File: src/rtl/tmr_pkg.sv
package tmr_pkg;
  localparam int unsigned ADDR_W = 3;
  localparam int unsigned BYTE_W = 8;
  localparam int unsigned PS_W   = 3;

  typedef enum logic [ADDR_W-1:0] {
    A_CTRL   = 3'd0,
    A_CNT_HI = 3'd1,
    A_CNT_LO = 3'd2,
    A_RLD_HI = 3'd3,
    A_RLD_LO = 3'd4
  } reg_addr_e;

  // packed MSB first: ps[6:4], init_lvl[3], pol[2], gated[1], en[0]
  typedef struct packed {
    logic [PS_W-1:0] ps;
    logic            init_lvl;
    logic            pol;
    logic            gated;
    logic            en;
  } ctrl_t;
endpackage

File: src/rtl/tmr_regs.sv
module tmr_regs
  import tmr_pkg::*;
#(
  parameter int unsigned CNT_W = 2 * BYTE_W
) (
  input  logic              clk_i,
  input  logic              rst_ni,
  input  logic              wr_en_i,
  input  logic [ADDR_W-1:0] wr_addr_i,
  input  logic [BYTE_W-1:0] wr_data_i,
  output ctrl_t             ctrl_o,
  output logic              cnt_ld_o,
  output logic [CNT_W-1:0]  cnt_val_o,
  output logic [CNT_W-1:0]  rld_o
);
  localparam int unsigned HI_W = CNT_W - BYTE_W;

  logic [HI_W-1:0] cnt_stage_q, rld_stage_q;
  reg_addr_e       addr;

  assign addr      = reg_addr_e'(wr_addr_i);
  assign cnt_ld_o  = wr_en_i && (addr == A_CNT_LO);
  assign cnt_val_o = {cnt_stage_q, wr_data_i};

  always_ff @(posedge clk_i or negedge rst_ni) begin
    if (!rst_ni) begin
      ctrl_o      <= '0;
      cnt_stage_q <= '0;
      rld_stage_q <= '0;
      rld_o       <= '1;
    end else if (wr_en_i) begin
      unique case (addr)
        A_CTRL:   ctrl_o      <= ctrl_t'(wr_data_i[$bits(ctrl_t)-1:0]);
        A_CNT_HI: cnt_stage_q <= wr_data_i[HI_W-1:0];
        A_RLD_HI: rld_stage_q <= wr_data_i[HI_W-1:0];
        A_RLD_LO: rld_o       <= {rld_stage_q, wr_data_i};
        default: ;
      endcase
    end
  end

  // staging a high byte never disturbs the committed reload value
  a_r8_atomic_rld: assert property (@(posedge clk_i) disable iff (!rst_ni)
    (wr_en_i && addr == A_RLD_HI) |=> $stable(rld_o));
endmodule

File: src/rtl/tmr_prescale.sv
module tmr_prescale #(
  parameter int unsigned PS_W = 3
) (
  input  logic            clk_i,
  input  logic            rst_ni,
  input  logic            en_i,
  input  logic [PS_W-1:0] sel_i,
  output logic            tick_o
);
  localparam int unsigned DIV_W = (1 << PS_W) - 1;

  logic [DIV_W-1:0] cnt_q, mask;

  assign mask   = (DIV_W'(1) << sel_i) - DIV_W'(1);
  assign tick_o = en_i && ((cnt_q & mask) == mask);

  always_ff @(posedge clk_i or negedge rst_ni) begin
    if (!rst_ni)    cnt_q <= '0;
    else if (!en_i) cnt_q <= '0;
    else            cnt_q <= cnt_q + DIV_W'(1);
  end

  // divide ratios above one never give back-to-back ticks
  a_r3_spacing: assert property (@(posedge clk_i) disable iff (!rst_ni)
    (tick_o && sel_i != '0) |=> (!tick_o || sel_i != $past(sel_i)));
endmodule

File: src/rtl/tmr_in_sync.sv
module tmr_in_sync #(
  parameter int unsigned STAGES = 2
) (
  input  logic clk_i,
  input  logic rst_ni,
  input  logic in_i,
  input  logic pol_i,
  output logic act_o,
  output logic fall_o
);
  logic [STAGES-1:0] sync_q;
  logic              act_q;

  always_ff @(posedge clk_i or negedge rst_ni) begin
    if (!rst_ni) begin
      sync_q <= '0;
      act_q  <= 1'b0;
    end else begin
      sync_q <= {sync_q[STAGES-2:0], in_i};
      act_q  <= act_o;
    end
  end

  assign act_o  = pol_i ? sync_q[STAGES-1] : ~sync_q[STAGES-1];
  assign fall_o = act_q & ~act_o;

  // a deassertion event lasts one cycle
  a_r7_fall_single: assert property (@(posedge clk_i) disable iff (!rst_ni)
    fall_o |=> !fall_o);
endmodule

File: src/rtl/cmp_gate_timer.sv
module cmp_gate_timer
  import tmr_pkg::*;
#(
  parameter int unsigned CNT_W       = 2 * BYTE_W,
  parameter int unsigned SYNC_STAGES = 2
) (
  input  logic              clk_i,
  input  logic              rst_ni,
  input  logic              wr_en_i,
  input  logic [ADDR_W-1:0] wr_addr_i,
  input  logic [BYTE_W-1:0] wr_data_i,
  input  logic              tmr_in_i,
  output logic              tmr_out_o,
  output logic              irq_o
);
  ctrl_t            ctrl;
  logic             cnt_ld, pre_tick, gate_act, gate_fall, tick, hit;
  logic [CNT_W-1:0] cnt_val, rld, count_q;

  tmr_regs #(.CNT_W(CNT_W)) u_regs (
    .clk_i, .rst_ni, .wr_en_i, .wr_addr_i, .wr_data_i,
    .ctrl_o(ctrl), .cnt_ld_o(cnt_ld), .cnt_val_o(cnt_val), .rld_o(rld)
  );

  tmr_prescale #(.PS_W(PS_W)) u_pre (
    .clk_i, .rst_ni, .en_i(ctrl.en), .sel_i(ctrl.ps), .tick_o(pre_tick)
  );

  tmr_in_sync #(.STAGES(SYNC_STAGES)) u_sync (
    .clk_i, .rst_ni, .in_i(tmr_in_i), .pol_i(ctrl.pol),
    .act_o(gate_act), .fall_o(gate_fall)
  );

  // compare mode ignores the input pin entirely
  assign tick = pre_tick && (!ctrl.gated || gate_act);
  assign hit  = tick && (count_q == rld);

  always_ff @(posedge clk_i or negedge rst_ni) begin
    if (!rst_ni) begin
      count_q   <= '0;
      tmr_out_o <= 1'b0;
      irq_o     <= 1'b0;
    end else begin
      if (cnt_ld)                 count_q <= cnt_val;
      else if (hit && ctrl.gated) count_q <= CNT_W'(1);
      else if (tick)              count_q <= count_q + CNT_W'(1);

      if (!ctrl.en) tmr_out_o <= ctrl.init_lvl;
      else if (hit) tmr_out_o <= ~tmr_out_o;

      irq_o <= ctrl.en && (hit || (ctrl.gated && gate_fall));
    end
  end

  a_r2_wrap: assert property (@(posedge clk_i) disable iff (!rst_ni)
    (!ctrl.gated && tick && !cnt_ld && count_q == '1) |=> count_q == '0);

  a_r2_no_clear: assert property (@(posedge clk_i) disable iff (!rst_ni)
    (!ctrl.gated && hit && !cnt_ld) |=> count_q == CNT_W'($past(count_q) + CNT_W'(1)));

  a_r6_reload: assert property (@(posedge clk_i) disable iff (!rst_ni)
    (ctrl.gated && hit && !cnt_ld) |=> (count_q == CNT_W'(1) && irq_o));

  a_r4_toggle: assert property (@(posedge clk_i) disable iff (!rst_ni)
    (ctrl.en && hit) |=> tmr_out_o != $past(tmr_out_o));

  a_r5_gate_hold: assert property (@(posedge clk_i) disable iff (!rst_ni)
    (ctrl.gated && !gate_act && !cnt_ld) |=> $stable(count_q));

  a_r9_quiet: assert property (@(posedge clk_i) disable iff (!rst_ni)
    (!ctrl.en && !cnt_ld) |=> ($stable(count_q) && !irq_o));
endmodule

File: config.mk
export PLATFORM = sky130hd
export DESIGN_NAME = cmp_gate_timer
export DESIGN_NICKNAME = d
export VERILOG_FILES = /design/src/rtl/tmr_pkg.sv /design/src/rtl/tmr_regs.sv /design/src/rtl/tmr_prescale.sv /design/src/rtl/tmr_in_sync.sv /design/src/rtl/cmp_gate_timer.sv
export SDC_FILE = /design/constraint.sdc
export NUM_CORES = 1
export LEC_CHECK = 0
export BUFFER_PORTS_ARGS = -buffer_cell sky130_fd_sc_hd__clkbuf_2
export CAP_MARGIN = 20
export CORE_MARGIN = 4
export CORE_UTILIZATION = 52
export CTS_CLUSTER_SIZE = 12
export DETAILED_ROUTE_END_ITERATION = 8
export PLACE_DENSITY = 0.69
export SYNTH_ARGS = -nofsm -noshare
export SYNTH_HDL_FRONTEND = slang
export SYNTH_SLANG_ARGS = --single-unit
File: constraint.sdc
create_clock -name clk_i -period 2 [get_ports clk_i]
set_input_delay 0.3 -clock clk_i [delete_from_list [all_inputs] [get_ports clk_i]]
set_output_delay 0.3 -clock clk_i [all_outputs]
set_load 0.005 [all_outputs]
==> metrics <==
status finished clean; worst-skew pair later-pin latency roughly 340 ps; floorplan die height ~87 um; DR vias/cell ~5.9; sequential share of the synthesized area between 50% and 60%; critical path buffer and inverter count 1; number of enable flip-flop cells after synthesis 0; data required time at the worst endpoint roughly 2300 ps; Horiz. Die Dim 87.5 um; pin count of the biggest net entering global routing 68; core area approximately 6000 sq um; half-perimeter wire length after detailed placement around 5000 um; ANT nets after route 0; proportion of synthesized flip-flops having asynchronous set or reset 100%; Global Route Usage Sum approximately a fifth; maximum clock frequency ~520 MHz; worst hold start tmr_in_i; Routed WL 7270 um; root buf cell clkbuf_8; power per cell area roughly 1100 nW/um^2; final setup margin just under 90 ps; initial core utilization around 55%; leading register cell type out of synthesis dfrtp_1; crit-path max cell delay roughly 550 ps; area share of the leading cell type in the synthesized netlist between 30% and 40%; Max Slew Vio Count 0; endpoint of the worst-slack reg-to-reg timing path count_q[6]; element type at the critical path end register; number of DRC violations after detailed-routing iteration 0 220; total number of H-tree levels 3; start-to-end type of the worst setup path reg -> reg; number of iterations in the first detailed-routing pass 4; Syn Std Cell Area between 3000 and 4000 sq um; number of global-route vias before repair between 2k and 2.5k; clock tree sinks 67; Post-Place Worst Slack between 2 and 3 ps; P_leak roughly 1.6 nW; clock tree from TritonCTS yes; Die Footprint roughly 7700 sq um; total inserted antenna cells 0; CTS buffer count 9; final setup vio count 0; maximum count of clock buffers along a single path 2; beginning of the worst register-to-register path u_regs.rld_o[5]; Hold WS between 60 and 70 ps; slowest cell on the critical path dfstp_2; crit-path cells xnor2_2, nand4_1, nor4_4, buf_4, and2_4, or4_1, a31oi_1; min Tclk post-route ~1900 ps; setup skew after layout ~8.6 ps; synthesized area divided by synthesized cell count approximately 11 sq um; # Max-Cap Violations 0; Worst IR Drop VDD between 0.5 and 0.6 mV; critical path arrival 2180 ps; ports placed on the boundary 17; R2R setup slack roughly 90 ps; area of placed instances 3630 sq um; Design Area, Final ~4000 sq um; Synth warnings 0; number of antenna violations at the first check in global routing 0; row count 28; top cells by area, synth dfrtp_1 (39%), mux2_2 (13%), dfstp_2 (13%), xnor2_1 (5.1%), nand3_1 (2.3%); sort of element at the start of the critical path register; path type of the worst min-delay path in -> reg; count of cell types in the netlist 42; final number of hold-violating endpoints 0; FILL cells 500; via count between 2k and 2.5k; unrepaired setup endpoints after global routing yes; number of gates on the worst path with buffers counted 7; Nets about 350; gp weighted congestion approximately 0.85; Hold Path Cell Cnt 1; total negative setup slack 0 ps; cell accounting for the most synthesized area dfrtp_1; global-route wire length before repair between 10000 and 15000 um; layout cells sized above 1 38.9%; DRC 0; worst-case headroom to the max-slew limit 72.3%; count of port buffers added during placement 16; Finished Core Util between 60 and 70%; critical path fanouts, max 7; worst hold endpoint u_sync.sync_q[0]; post-synthesis sequential element count between 60 and 70; post-route clock period utilization 95.5%; average detailed-routed wire length per instance approximately 17 um; relative area change from synthesis to final layout 19.0%; count of mapped cells out of synthesis a little under 300; number of nets in the synthesized netlist 310; Worst-Margin Slew about 420 ps; Worst path top cell family by delay simple AND/OR/NAND/NOR gates; FF-to-FF path depth 7; total congestion overflow after global routing 0; clock-pin slew of the registers on the worst-case setup and hold paths approximately 70 ps
==> where the power goes <==
| part | switching [W] | internal, W |
|---|---|---|
| clock | 0.000485 | 0.000585 |
| sequential | 0.000260 | 0.00175 |
| combinational | 0.000545 | 0.000614 |
==> state kept, by name, summed over array words and instances, names as in the netlist <==
signal / count
count_q: 16
irq_o: 1
tmr_out_o: 1
u_pre.cnt_q: 7
u_regs.cnt_stage_q: 8
u_regs.ctrl_o: 7
u_regs.rld_o: 16
u_regs.rld_stage_q: 8
u_sync.act_q: 1
u_sync.sync_q: 2
==> cells in the mapped netlist (4+ instances only) <==
cell      instances
nand4b_1          5
a31oi_1           9
nor2_1           18
nand4_1           6
and2_1            7
nand3_1          15
buf_2             5
and3_1            4
mux2_2           38
clkbuf_1          8
nand2_1          16
nor3_1            4
a21boi_0          5
dfrtp_1          51
a21oi_1          10
xnor2_1          19
o21ai_0          15
dfstp_2          16
or4_1             4
==> cell usage in the layout (no fill, tap or decap), drive strengths merged, types with 9 or more instances in the layout <==
cell,n
clkbuf,30
dfrtp,51
nor2,18
dfstp,16
nand3,15
mux2,38
a31oi,9
buf,31
a21oi,10
xnor2,19
o21ai,16
nand2,17
==> layer usage <==
layer / track usage [%] / wire length (um) / up-vias
met2: 30.2 / 3350 / 59
met4: 9.34 / 95 / 0
li1: - / - / 1158
met1: 30.1 / 3420 / 1214
met3: 5.01 / 411 / 9
met5: 0 / 0 / -
==> stage by stage <==
step | std cells | total power [W]
after floorplan | 293 | 0.00272
after global placement | 399 | 0.00309
after detailed placement | 399 | 0.00312
after CTS | 416 | 0.00421
after global routing | 417 | 0.00451
final | 417 | 0.00424
==> layout make-up <==
cell class,count,area [sq um],area share [%]
tap,75,93.8,2.40
sequential,67,1700,43.5
clock buffer,15,186,4.77
inverter,2,7.51,0.192
multi-input combinational,210,1580,40.5
clock inverter,1,5.00,0.128
timing repair buffer,47,335,8.58
==> how the worst max path moves through the flow <==
stage	from	end	slack (ps)
2_1_floorplan	u_regs.rld_o[14]	count_q[10]	250
5_1_grt	u_regs.rld_o[0]	tmr_out_o	-30
3_5_place_dp	u_regs.rld_o[8]	count_q[6]	3
6_report	u_regs.rld_o[5]	count_q[6]	90
3_3_place_gp	u_regs.rld_o[8]	count_q[6]	60
4_1_cts	u_regs.rld_o[14]	count_q[6]	10
==> cell families after synthesis <==
| logic type | count (synthesis) | synth area share, % |
|---|---|---|
| AND/OR/NAND/NOR | 95 | 16.5 |
| flip-flops | 67 | 51.6 |
| AO/OA/AOI/OAI | 53 | 10.1 |
| multiplexers | 38 | 13.0 |
| XOR/XNOR | 22 | 5.86 |
| buffers and inverters | 16 | 2.13 |
| adder cells (fa/ha/maj) | 2 | 0.761 |
==> timing repair <==
action,in CTS,in global routing
endpoints found under the setup margin,0,17
buffers inserted,0,1
endpoints found under the hold margin,51,0
hold buffers,1,0
resized for setup,0,22
No activity file was read; power rests on OpenSTA's default activity.
